### config.mk
export PLATFORM = sky130hd
export DESIGN_NAME = sdram_cmd_monitor
export DESIGN_NICKNAME = d
export VERILOG_FILES = /design/src/rtl/sdram_mon_pkg.sv /design/src/rtl/sdram_cmd_decode.sv /design/src/rtl/sdram_bank_track.sv /design/src/rtl/sdram_refresh_watch.sv /design/src/rtl/sdram_cmd_monitor.sv
export SDC_FILE = /design/constraint.sdc
export NUM_CORES = 1
export LEC_CHECK = 0
export CORE_MARGIN = 2
export CORE_UTILIZATION = 64
export DETAILED_ROUTE_END_ITERATION = 16
export PLACE_DENSITY_LB_ADDON = 0.1
export SLEW_MARGIN = 15
export SYNTH_ARGS = -nofsm -noshare
export SYNTH_HDL_FRONTEND = slang
export SYNTH_HIERARCHICAL = 1
export SYNTH_SLANG_ARGS = --single-unit
### constraint.sdc
create_clock -name clk -period 3.8 [get_ports clk]
set_input_delay 0.57 -clock clk [delete_from_list [all_inputs] [get_ports clk]]
set_output_delay 0.57 -clock clk [all_outputs]
set_load 0.03 [all_outputs]
### src/rtl/sdram_mon_pkg.sv
// Shared types for the SDRAM command monitor: decoded commands and error codes.
package sdram_mon_pkg;

    typedef enum logic [2:0] {
        CMD_NONE, CMD_ACT, CMD_RD, CMD_WR, CMD_PRE, CMD_REF, CMD_MRS, CMD_BST
    } cmd_e;

    // Lower value = higher priority when several rules break together.
    typedef enum logic [3:0] {
        ERR_NONE      = 4'd0,
        ERR_RW_IDLE   = 4'd1,
        ERR_BUSY_ALL  = 4'd2,
        ERR_RCD       = 4'd3,
        ERR_RP        = 4'd4,
        ERR_RAS_MIN   = 4'd5,
        ERR_RAS_MAX   = 4'd6,
        ERR_RC        = 4'd7,
        ERR_RRD       = 4'd8,
        ERR_MRD       = 4'd9,
        ERR_AP_BURST  = 4'd10,
        ERR_CKE       = 4'd11,
        ERR_REFI      = 4'd12,
        ERR_ACT_OPEN  = 4'd13
    } err_e;

    localparam int NUM_CODES = 16;

endpackage

### src/rtl/sdram_cmd_decode.sv
// Command decoder: turns the strobes into one command value.
// Assumes: chip select high or the all-high strobe pattern means no command.
module sdram_cmd_decode
    import sdram_mon_pkg::*;
(
    input  logic cs_n_i,
    input  logic ras_n_i,
    input  logic cas_n_i,
    input  logic we_n_i,
    output cmd_e cmd_o
);
    // Map the strobe triple to a command when the device is selected.
    always_comb begin
        cmd_o = CMD_NONE;
        if (!cs_n_i) begin
            unique case ({ras_n_i, cas_n_i, we_n_i})
                3'b011:  cmd_o = CMD_ACT;
                3'b101:  cmd_o = CMD_RD;
                3'b100:  cmd_o = CMD_WR;
                3'b010:  cmd_o = CMD_PRE;
                3'b001:  cmd_o = CMD_REF;
                3'b000:  cmd_o = CMD_MRS;
                3'b110:  cmd_o = CMD_BST;
                default: cmd_o = CMD_NONE;
            endcase
        end
    end
endmodule

### src/rtl/sdram_bank_track.sv
// One bank's row state and its two distance counters.
// Counters load 1 on their event and count up, saturating at SAT, so the
// value seen in a cycle is the clock distance to the event.
// Assumes: act_i is only raised for an idle bank; close_i wins over act_i.
module sdram_bank_track #(
    parameter int               CNT_W = 14,
    parameter logic [CNT_W-1:0] SAT   = '1
) (
    input  logic             clk,
    input  logic             rst_n,
    input  logic             act_i,
    input  logic             close_i,
    output logic             open_o,
    output logic [CNT_W-1:0] since_act_o,
    output logic [CNT_W-1:0] since_pre_o
);
    // Open/closed state of the row.
    always_ff @(posedge clk) begin
        if (!rst_n)       open_o <= 1'b0;
        else if (close_i) open_o <= 1'b0;
        else if (act_i)   open_o <= 1'b1;
    end

    // Distance since this bank's last activate.
    always_ff @(posedge clk) begin
        if (!rst_n)                  since_act_o <= SAT;
        else if (act_i && !close_i)  since_act_o <= CNT_W'(1);
        else if (since_act_o != SAT) since_act_o <= since_act_o + 1'b1;
    end

    // Distance since this bank last closed.
    always_ff @(posedge clk) begin
        if (!rst_n)                  since_pre_o <= SAT;
        else if (close_i)            since_pre_o <= CNT_W'(1);
        else if (since_pre_o != SAT) since_pre_o <= since_pre_o + 1'b1;
    end
endmodule

### src/rtl/sdram_refresh_watch.sv
// Refresh watchdog: flags when T_REFI clocks pass with no refresh while armed.
// The window restarts after a flag. Assumes: enable_i is stable once set.
module sdram_refresh_watch #(
    parameter int T_REFI = 1562
) (
    input  logic clk,
    input  logic rst_n,
    input  logic enable_i,
    input  logic ref_i,
    output logic late_o
);
    localparam int          RW    = $clog2(T_REFI + 1);
    localparam logic [RW-1:0] LIMIT = RW'(T_REFI);

    logic [RW-1:0] dist_q;

    assign late_o = enable_i && !ref_i && (dist_q == LIMIT);

    // Clock distance to the last refresh, held at 1 while disarmed.
    always_ff @(posedge clk) begin
        if (!rst_n)                        dist_q <= RW'(1);
        else if (!enable_i || ref_i || late_o) dist_q <= RW'(1);
        else                               dist_q <= dist_q + 1'b1;
    end
endmodule

### src/rtl/sdram_cmd_monitor.sv
// SDRAM command-bus protocol monitor (top).
// Tracks per-bank rows, checks state preconditions and clock spacings,
// and reports the lowest-numbered broken rule as a one-cycle pulse with a
// held code and a sticky flag. Assumes: all spacings given in clocks.
module sdram_cmd_monitor
    import sdram_mon_pkg::*;
#(
    parameter int NUM_BANKS = 4,
    parameter int T_RCD     = 2,
    parameter int T_RP      = 2,
    parameter int T_RAS_MIN = 5,
    parameter int T_RAS_MAX = 10000,
    parameter int T_RC      = 7,
    parameter int T_RRD     = 2,
    parameter int T_MRD     = 2,
    parameter int T_REFI    = 1562,
    parameter int BURST_LEN = 4,
    localparam int BA_W     = $clog2(NUM_BANKS)
) (
    input  logic                 clk,
    input  logic                 rst_n,
    input  logic                 clr_i,
    input  logic                 init_done_i,
    input  logic                 cke_i,
    input  logic                 cs_n_i,
    input  logic                 ras_n_i,
    input  logic                 cas_n_i,
    input  logic                 we_n_i,
    input  logic [BA_W-1:0]      ba_i,
    input  logic                 a10_i,
    output logic                 err_pulse_o,
    output logic                 err_sticky_o,
    output logic [3:0]           err_code_o,
    output logic [NUM_BANKS-1:0] bank_open_o
);
    localparam int                 SAT_I  = T_RAS_MAX + 1;
    localparam int                 CNT_W  = $clog2(SAT_I + 1);
    localparam logic [CNT_W-1:0]   SAT    = CNT_W'(SAT_I);
    localparam logic [CNT_W-1:0]   RCD_C  = CNT_W'(T_RCD);
    localparam logic [CNT_W-1:0]   RP_C   = CNT_W'(T_RP);
    localparam logic [CNT_W-1:0]   RMIN_C = CNT_W'(T_RAS_MIN);
    localparam logic [CNT_W-1:0]   RMAX_C = CNT_W'(T_RAS_MAX);
    localparam logic [CNT_W-1:0]   RC_C   = CNT_W'(T_RC);
    localparam logic [CNT_W-1:0]   RRD_C  = CNT_W'(T_RRD);
    localparam logic [CNT_W-1:0]   MRD_C  = CNT_W'(T_MRD);
    localparam int                 AP_W   = $clog2(BURST_LEN + 1);

    cmd_e                 cmd;
    logic [NUM_BANKS-1:0] act_hit, pre_hit, close_hit, ap_close;
    logic [CNT_W-1:0]     since_act [NUM_BANKS];
    logic [CNT_W-1:0]     since_pre [NUM_BANKS];
    logic [CNT_W-1:0]     since_any_act, since_mrs;
    logic [AP_W-1:0]      ap_cnt;
    logic [BA_W-1:0]      ap_bank;
    logic                 ap_busy, ap_start, is_rw, sel_open, cke_q, ref_late;
    logic [NUM_CODES-1:0] viol;
    err_e                 code_c, code_q;

    sdram_cmd_decode u_dec (
        .cs_n_i(cs_n_i), .ras_n_i(ras_n_i), .cas_n_i(cas_n_i),
        .we_n_i(we_n_i), .cmd_o(cmd)
    );

    // One tracker per bank, with its activate/close strobes.
    for (genvar b = 0; b < NUM_BANKS; b++) begin : g_bank
        assign pre_hit[b]   = (cmd == CMD_PRE) && (a10_i || ba_i == BA_W'(b));
        assign ap_close[b]  = (ap_cnt == AP_W'(1)) && (ap_bank == BA_W'(b));
        assign close_hit[b] = (pre_hit[b] && bank_open_o[b]) || ap_close[b];
        assign act_hit[b]   = (cmd == CMD_ACT) && (ba_i == BA_W'(b)) && !bank_open_o[b];

        sdram_bank_track #(.CNT_W(CNT_W), .SAT(SAT)) u_bank (
            .clk(clk), .rst_n(rst_n), .act_i(act_hit[b]), .close_i(close_hit[b]),
            .open_o(bank_open_o[b]), .since_act_o(since_act[b]),
            .since_pre_o(since_pre[b])
        );
    end

    sdram_refresh_watch #(.T_REFI(T_REFI)) u_refw (
        .clk(clk), .rst_n(rst_n), .enable_i(init_done_i),
        .ref_i(cmd == CMD_REF), .late_o(ref_late)
    );

    assign is_rw    = (cmd == CMD_RD) || (cmd == CMD_WR);
    assign sel_open = bank_open_o[ba_i];
    assign ap_busy  = (ap_cnt != '0);
    assign ap_start = is_rw && a10_i && sel_open && !ap_busy;

    // Distances to the last activate on any bank and to the last mode set.
    always_ff @(posedge clk) begin
        if (!rst_n) begin
            since_any_act <= SAT;
            since_mrs     <= SAT;
        end else begin
            if (cmd == CMD_ACT)            since_any_act <= CNT_W'(1);
            else if (since_any_act != SAT) since_any_act <= since_any_act + 1'b1;
            if (cmd == CMD_MRS)            since_mrs <= CNT_W'(1);
            else if (since_mrs != SAT)     since_mrs <= since_mrs + 1'b1;
        end
    end

    // Auto-precharge burst window and the clock enable of the previous cycle.
    always_ff @(posedge clk) begin
        if (!rst_n) begin
            ap_cnt  <= '0;
            ap_bank <= '0;
            cke_q   <= 1'b1;
        end else begin
            cke_q <= cke_i;
            if (ap_start) begin
                ap_cnt  <= AP_W'(BURST_LEN);
                ap_bank <= ba_i;
            end else if (ap_busy) begin
                ap_cnt <= ap_cnt - 1'b1;
            end
        end
    end

    // Rule evaluation for the command in this cycle.
    always_comb begin
        viol = '0;
        unique case (cmd)
            CMD_ACT: begin
                viol[ERR_RP]       = since_pre[ba_i] < RP_C;
                viol[ERR_RC]       = since_act[ba_i] < RC_C;
                viol[ERR_RRD]      = since_any_act < RRD_C;
                viol[ERR_ACT_OPEN] = sel_open;
            end
            CMD_RD, CMD_WR: begin
                viol[ERR_RW_IDLE]  = !sel_open;
                viol[ERR_AP_BURST] = ap_busy;
                viol[ERR_RCD]      = sel_open && (since_act[ba_i] < RCD_C);
            end
            CMD_PRE: begin
                for (int b = 0; b < NUM_BANKS; b++)
                    if (pre_hit[b] && bank_open_o[b] && since_act[b] < RMIN_C)
                        viol[ERR_RAS_MIN] = 1'b1;
            end
            CMD_REF, CMD_MRS: viol[ERR_BUSY_ALL] = |bank_open_o;
            default: ;
        endcase
        if (cmd != CMD_NONE) begin
            viol[ERR_MRD] = since_mrs < MRD_C;
            viol[ERR_CKE] = !cke_q;
        end
        for (int b = 0; b < NUM_BANKS; b++)
            if (bank_open_o[b] && since_act[b] == RMAX_C && !pre_hit[b])
                viol[ERR_RAS_MAX] = 1'b1;
        viol[ERR_REFI] = ref_late;
    end

    // Priority pick: the lowest violated code.
    always_comb begin
        code_c = ERR_NONE;
        for (int i = NUM_CODES - 1; i >= 1; i--)
            if (viol[i]) code_c = err_e'(i);
    end

    // Registered reporting: pulse, held code and sticky flag.
    always_ff @(posedge clk) begin
        if (!rst_n) begin
            err_pulse_o  <= 1'b0;
            err_sticky_o <= 1'b0;
            code_q       <= ERR_NONE;
        end else begin
            err_pulse_o  <= |viol;
            err_sticky_o <= (clr_i ? 1'b0 : err_sticky_o) | (|viol);
            if (|viol)      code_q <= code_c;
            else if (clr_i) code_q <= ERR_NONE;
        end
    end

    assign err_code_o = code_q;
endmodule

Word-level counts from Yosys, hierarchy flattened
Index checks and enable logic that the tools add are counted.
W data, S select, Z words.
Word-level totals
  register bits: 167
  input bits: 12
  output and inout bits: 10
Operators by class
  add/subtract/negate cells: 12
  $lt $le $gt $ge: 11
  equal/unequal tests: 34
  multiplexer cells: 66
  bitwise logic cells: 3
  reduce and logical (&&, ||, !) cells: 103
Operator list (number)
  $mux W14: 24
  $add A14 B1 Y14 const B: 10
  $ne A14 B14 Y1 const B: 10
  $lt A14 B3 Y1 const B: 5
  $mux W4: 15
  $bmux W14 S2: 2
  $eq A14 B14 Y1 const B: 4
  $lt A14 B2 Y1 const B: 4
  $logic_and A1 B1 Y1: 42
  $reduce_or A2 Y1: 14
  $reduce_bool A2 Y1: 12
  $pmux W3 S7: 1
  $mux W1: 19
  $eq A3 B3 Y1 const B: 6
  $logic_not A1 Y1: 17
  $reduce_or A13 Y1: 1
  $eq A3 B2 Y1 const B: 4
  $add A11 B1 Y11 const B: 1
  $eq A11 B11 Y1 const B: 1
  $logic_or A1 B1 Y1: 11
  $eq A3 B1 Y1 const B: 3
  $mux W3: 3
  $eq A2 B2 Y1 const B: 4
  $reduce_bool A3 Y1: 2
  12 further kinds: 14

Depth between registers and ports, before layout
  word-level depth: 20
  gate-level depth with buffers: 13
  depth with buffers taken out: 12

Modules after synthesis
The synthesis kept the hierarchy.
By module, submodules not included
  sdram_bank_track: instances 4, cells each 157, area an instance 1361.3 sq um, sequential area each 580.6 sq um
  sdram_cmd_monitor: instances 1, cells each 334, area an instance 2746.4 sq um, sequential area each 800.8 sq um
  sdram_refresh_watch: instances 1, cells each 58, area an instance 534.3 sq um, sequential area each 220.2 sq um
  sdram_cmd_decode: instances 1, cells each 8, area an instance 53.8 sq um, sequential area each 0.0 sq um

Worst setup path before layout
OpenSTA, ideal clock, no wires.
  path type: input-to-reg
  start: in cas_n_i
  end: reg g_bank[3].u_bank.since_act_o[11]
  setup time: 0.126 ns
  arrival time: 2.647 ns
  data required time: 3.674 ns
  path slack: 1.027 ns
  stages on the path: 12
  buffers on the path: 3
  cell sequence: and2b_2 > a22o_2 > buf_2 > nor2b_1 > nor2b_1 > buf_4 > nand2_1 > nor3b_1 > nor2b_1 > nand2b_1 > clkbuf_1 > nor2_1
On the way
  elaborated cells on any way between the ends: 19
RTL lines
  start, declared: RTL line sdram_cmd_monitor.sv:27  | input logic cas_n_i,
  $eq A3 B3 Y1, or another cell as far along: RTL line sdram_cmd_decode.sv:16  | unique case ({ras_n_i, cas_n_i, we_n_i})
  $pmux W3 S7 (*): RTL line sdram_cmd_decode.sv:16
  $mux W3 (*): RTL line sdram_cmd_decode.sv:15  | if (!cs_n_i) begin
  named net cmd[1]: RTL line sdram_cmd_monitor.sv:48  | cmd_e cmd;
  $eq A3 B1 Y1 (*): RTL line sdram_cmd_monitor.sv:69  | assign act_hit[b] = (cmd == CMD_ACT) && (ba_i == BA_W'(b)) && !bank_open_o[b];
  $logic_and A1 B1 Y1 (*) (2 in a row): RTL line sdram_cmd_monitor.sv:69
  named net act_hit[3]: RTL line sdram_cmd_monitor.sv:49  | logic [NUM_BANKS-1:0] act_hit, pre_hit, close_hit, ap_close;
  $logic_and A1 B1 Y1 (*): RTL line sdram_bank_track.sv:27  | else if (act_i && !close_i) since_act_o <= CNT_W'(1);
  $reduce_or A2 Y1 (no line) (*)
  end signal, assigned: RTL line sdram_bank_track.sv:28  | else if (since_act_o != SAT) since_act_o <= since_act_o + 1'b1;
  end, declared: RTL line sdram_bank_track.sv:14  | output logic [CNT_W-1:0] since_act_o,
Mark *: on every way through the listed nets, which the timed path passes. The rest lies on a longest branch.
A chain may end at the register's enable or synchronous reset.

Worst setup path in the final report
  start: in cas_n_i
  end: reg code_q[0], in the netlist err_code_o[0]
On the way
  word-level cells in the longest chain between the ends: 20
  elaborated cells on any way between the ends: 75
Ends and longest elaborated chain
  $eq A3 B3 Y1, or another cell as far along: RTL line sdram_cmd_decode.sv:16
  $pmux W3 S7 (*): RTL line sdram_cmd_decode.sv:16
  $mux W3 (*): RTL line sdram_cmd_decode.sv:15
  named net cmd[2]: RTL line sdram_cmd_monitor.sv:48
  $eq A3 B3 Y1: RTL line sdram_cmd_monitor.sv:80, sdram_cmd_monitor.sv:121
  $logic_not A1 Y1: RTL line sdram_refresh_watch.sv:17  | assign late_o = enable_i && !ref_i && (dist_q == LIMIT);
  $logic_and A1 B1 Y1 (2 in a row): RTL line sdram_refresh_watch.sv:17
  $mux W4 (12 in a row): RTL line sdram_cmd_monitor.sv:155  | if (viol[i]) code_c = err_e'(i);
  $mux W4: RTL line sdram_cmd_monitor.sv:167  | if (|viol) code_q <= code_c;
  end signal, assigned: RTL line sdram_cmd_monitor.sv:167
  end, declared: RTL line sdram_cmd_monitor.sv:57  | err_e code_c, code_q;
Marked as above.

==> reports/qor.yml <==
status: "finished clean"
hold_viol: 0
num_io_pins: 22
crit_path_start: "cas_n_i"
synth_area_sq_um: 8780
place_area_sq_um: 9150
yosysWarnings: 6
wl_um: 19000
cts_tree: "built"
cts.clk_slew.worst_paths_ns: 0.06
synthArstFlopShare_pct: 0
cp_max_fo: 7
dp_hpwl_um: 12900
hold_buffers: 0
drtIter0Drc: 686
drcViolationCount: 0
clock-sinks: 167
relSlewSlack_pct: 53.9
drive_gt1_share_pct: 6.68
dr.pass1.iters: 5
gr-total-overflow: 0
cts_resized: 0
rows: 42
synth.distinct_cells: 62
crit_required_ns: 4.17
io_buffers: 21
max-vdd-ir-drop_mv: 0.485
insertion_delay_ns: 0.43
grt_pass1_vias: 6873
postCtsSetupRepairBufs: 0
rsz0062_at_grt: "no"
die_x_um: 121
antennaDiodeCount: 0
critPathLaunchType: "primary input"
grt_pass1_wl_um: 31600
period_minus_slack_ns: 2.95
p_leak_nw: 3.38
htreeDepth: 4
crit_type: "in2reg"
die_h_um: 121
min_path_type: "reg2reg"
cap_violations: 0
synth_seq_area_share_pct: 38.1
fin_skew_ns: 0.00895
syn_inst: 1028
dieArea_sq_um: 14700
syn_nets: 1065
hold_start: "err_sticky_o$_SDFF_PN0_"
ys_ff_latch: 167
initial_core_util_pct: 66.0
gp_congestion: 0.916
area_growth_pct: 11.4
core_sq_um: 13300
fin_nets: 1087
via_per_inst: 6.04
synth-edff-count: 0
worst_pin_slew_ns: 0.690
num_vias: 7488
cts-root-buf: "clkbuf_16"
post_drt_wl_per_cell_um: 15.4
p_per_area_nw_per_um2: 530
grt_max_degree: 30
fmax_mhz: 339
reg2reg_from: "g_bank[2].u_bank/since_act_o[2]$_SDFFE_PP0N_"
slew_violations: 0
timing.final.crit_share_pct: 77.6
end_kind: "flip-flop"
antenna_found_initial: 0
setup-tns-final_ns: 0
ant_nets: 0
avgSynthCellArea_sq_um: 8.54
cts_buffers: 17
setup-violations-final: 0
final_cell_area_sq_um: 9780
cp.arrival_ns: 3.32
synth_ff_type: "dfxtp_1"
grt_usage_pct: 26.8
ctsLongestPathBuffers: 2
## sequential cells by signal, summed over array words and instances (netlist names), 2 cells and up
name / flops
ap_bank: 2
ap_cnt: 3
err_code_o: 4
g_bank.u_bank/open_o: 4
g_bank.u_bank/since_act_o: 56
g_bank.u_bank/since_pre_o: 56
since_any_act: 14
since_mrs: 14
u_refw/dist_q: 11
## worst max-delay path, cell delays in order
cell             delay, ns
clkdlybuf4s50_1       0.50
and2b_2               0.23
a211oi_1              0.30
nor3b_4               0.38
o21ai_0               0.15
a32oi_1               0.21
o311ai_1              0.19
nand4b_1              0.27
nor3_2                0.31
a32o_1                0.21
## synth_stat cells (3+ instances only)
cell	n	area, sq um
nand2b_1	22	138
or3_1	18	113
nand4b_1	5	43.8
clkbuf_1	17	63.8
o31ai_1	4	30.0
nand2_1	60	225
nand3b_1	14	105
nor3b_1	12	90.1
ha_1	25	313
xnor2_1	73	639
o21ai_0	82	410
nor2b_1	22	138
nor2_1	88	330
nand4_1	43	269
or4b_1	4	40.0
mux4_2	3	67.6
dfxtp_1	167	3340
nor4_1	37	231
a21oi_2	5	43.8
a21bo_1	4	40.0
and4b_1	4	40.0
and2_1	3	18.8
mux2i_1	3	30.0
a211oi_1	13	97.6
nor4b_1	12	105
xor2_1	37	324
o211ai_1	3	22.5
buf_2	8	40.0
a21oi_1	31	155
nand3_1	61	305
nor3_1	44	220
and3_1	17	106
nand3_2	3	30.0
inv_1	38	143
or4b_4	4	55.1
or4_1	9	67.6
## kinds of logic (layout without fill, tap and decap cells)
logic type	count (synthesis)	in the layout	share of synthesized area, %
buf+inv	67	102	3.16
flops	167	167	38.1
fa+ha+maj	25	25	3.56
simple gates	496	496	32.1
compound gates	154	154	10.3
xor+xnor	110	110	11.0
mux	9	9	1.84
## through the flow
stage | power [W] | hold slack (ns) | util (%) | std cells | worst slack, ns
floorplan | 0.00310 | 0.448 | - | 1028 | 1.03
global placement | 0.00333 | 0.447 | 68.8 | 1207 | 0.531
detailed placement | 0.00336 | 0.464 | 68.8 | 1207 | 0.455
CTS | 0.00521 | 0.473 | 73.6 | 1239 | 0.890
global route | 0.00547 | 0.507 | 73.6 | 1239 | 0.663
finish | 0.00518 | 0.471 | 73.6 | 1239 | 0.852
## power breakdown
group / internal [W] / switching, W
clock: 0.00114 / 0.000701
sequential: 0.00194 / 0.000318
combinational: 0.000523 / 0.000563
## worst paths after layout
| path | to | slack [ns] | cells past startpoint |
|---|---|---|---|
| min | err_sticky_o$_SDFF_PN0_ | 0.47 | 2 |
| max reg2reg | err_code_o[0]$_SDFFE_PN0P_ | 1.58 | 7 |
| min reg2reg | err_sticky_o$_SDFF_PN0_ | 0.47 | 2 |
| max | err_code_o[0]$_SDFFE_PN0P_ | 0.85 | 10 |
## layout by cell type (no fill, tap or decap), types with 25 or more instances in the layout
cell,count
o21ai_0,82
dfxtp_1,167
inv_1,38
nand2_1,60
ha_1,25
xor2_1,37
a21oi_1,31
nand3_1,61
xnor2_1,73
nor4_1,37
nor3_1,44
nor2_1,88
nand4_1,43
## cell type report
type | instances | area, sq um
tap | 176 | 220
clock buffer | 21 | 460
inverter | 38 | 143
clock inverter | 11 | 170
timing repair buffer | 32 | 288
multi-input combinational | 794 | 5160
fill | 1065 | 3510
sequential | 167 | 3340
## layer usage
metal	share of wire, %	GRT usage, %
met5	0	0
met1	47	34.4
met4	2.0	10.7
met3	4.1	5.73
met2	47	43.8
(Power assumes the default switching activity.)
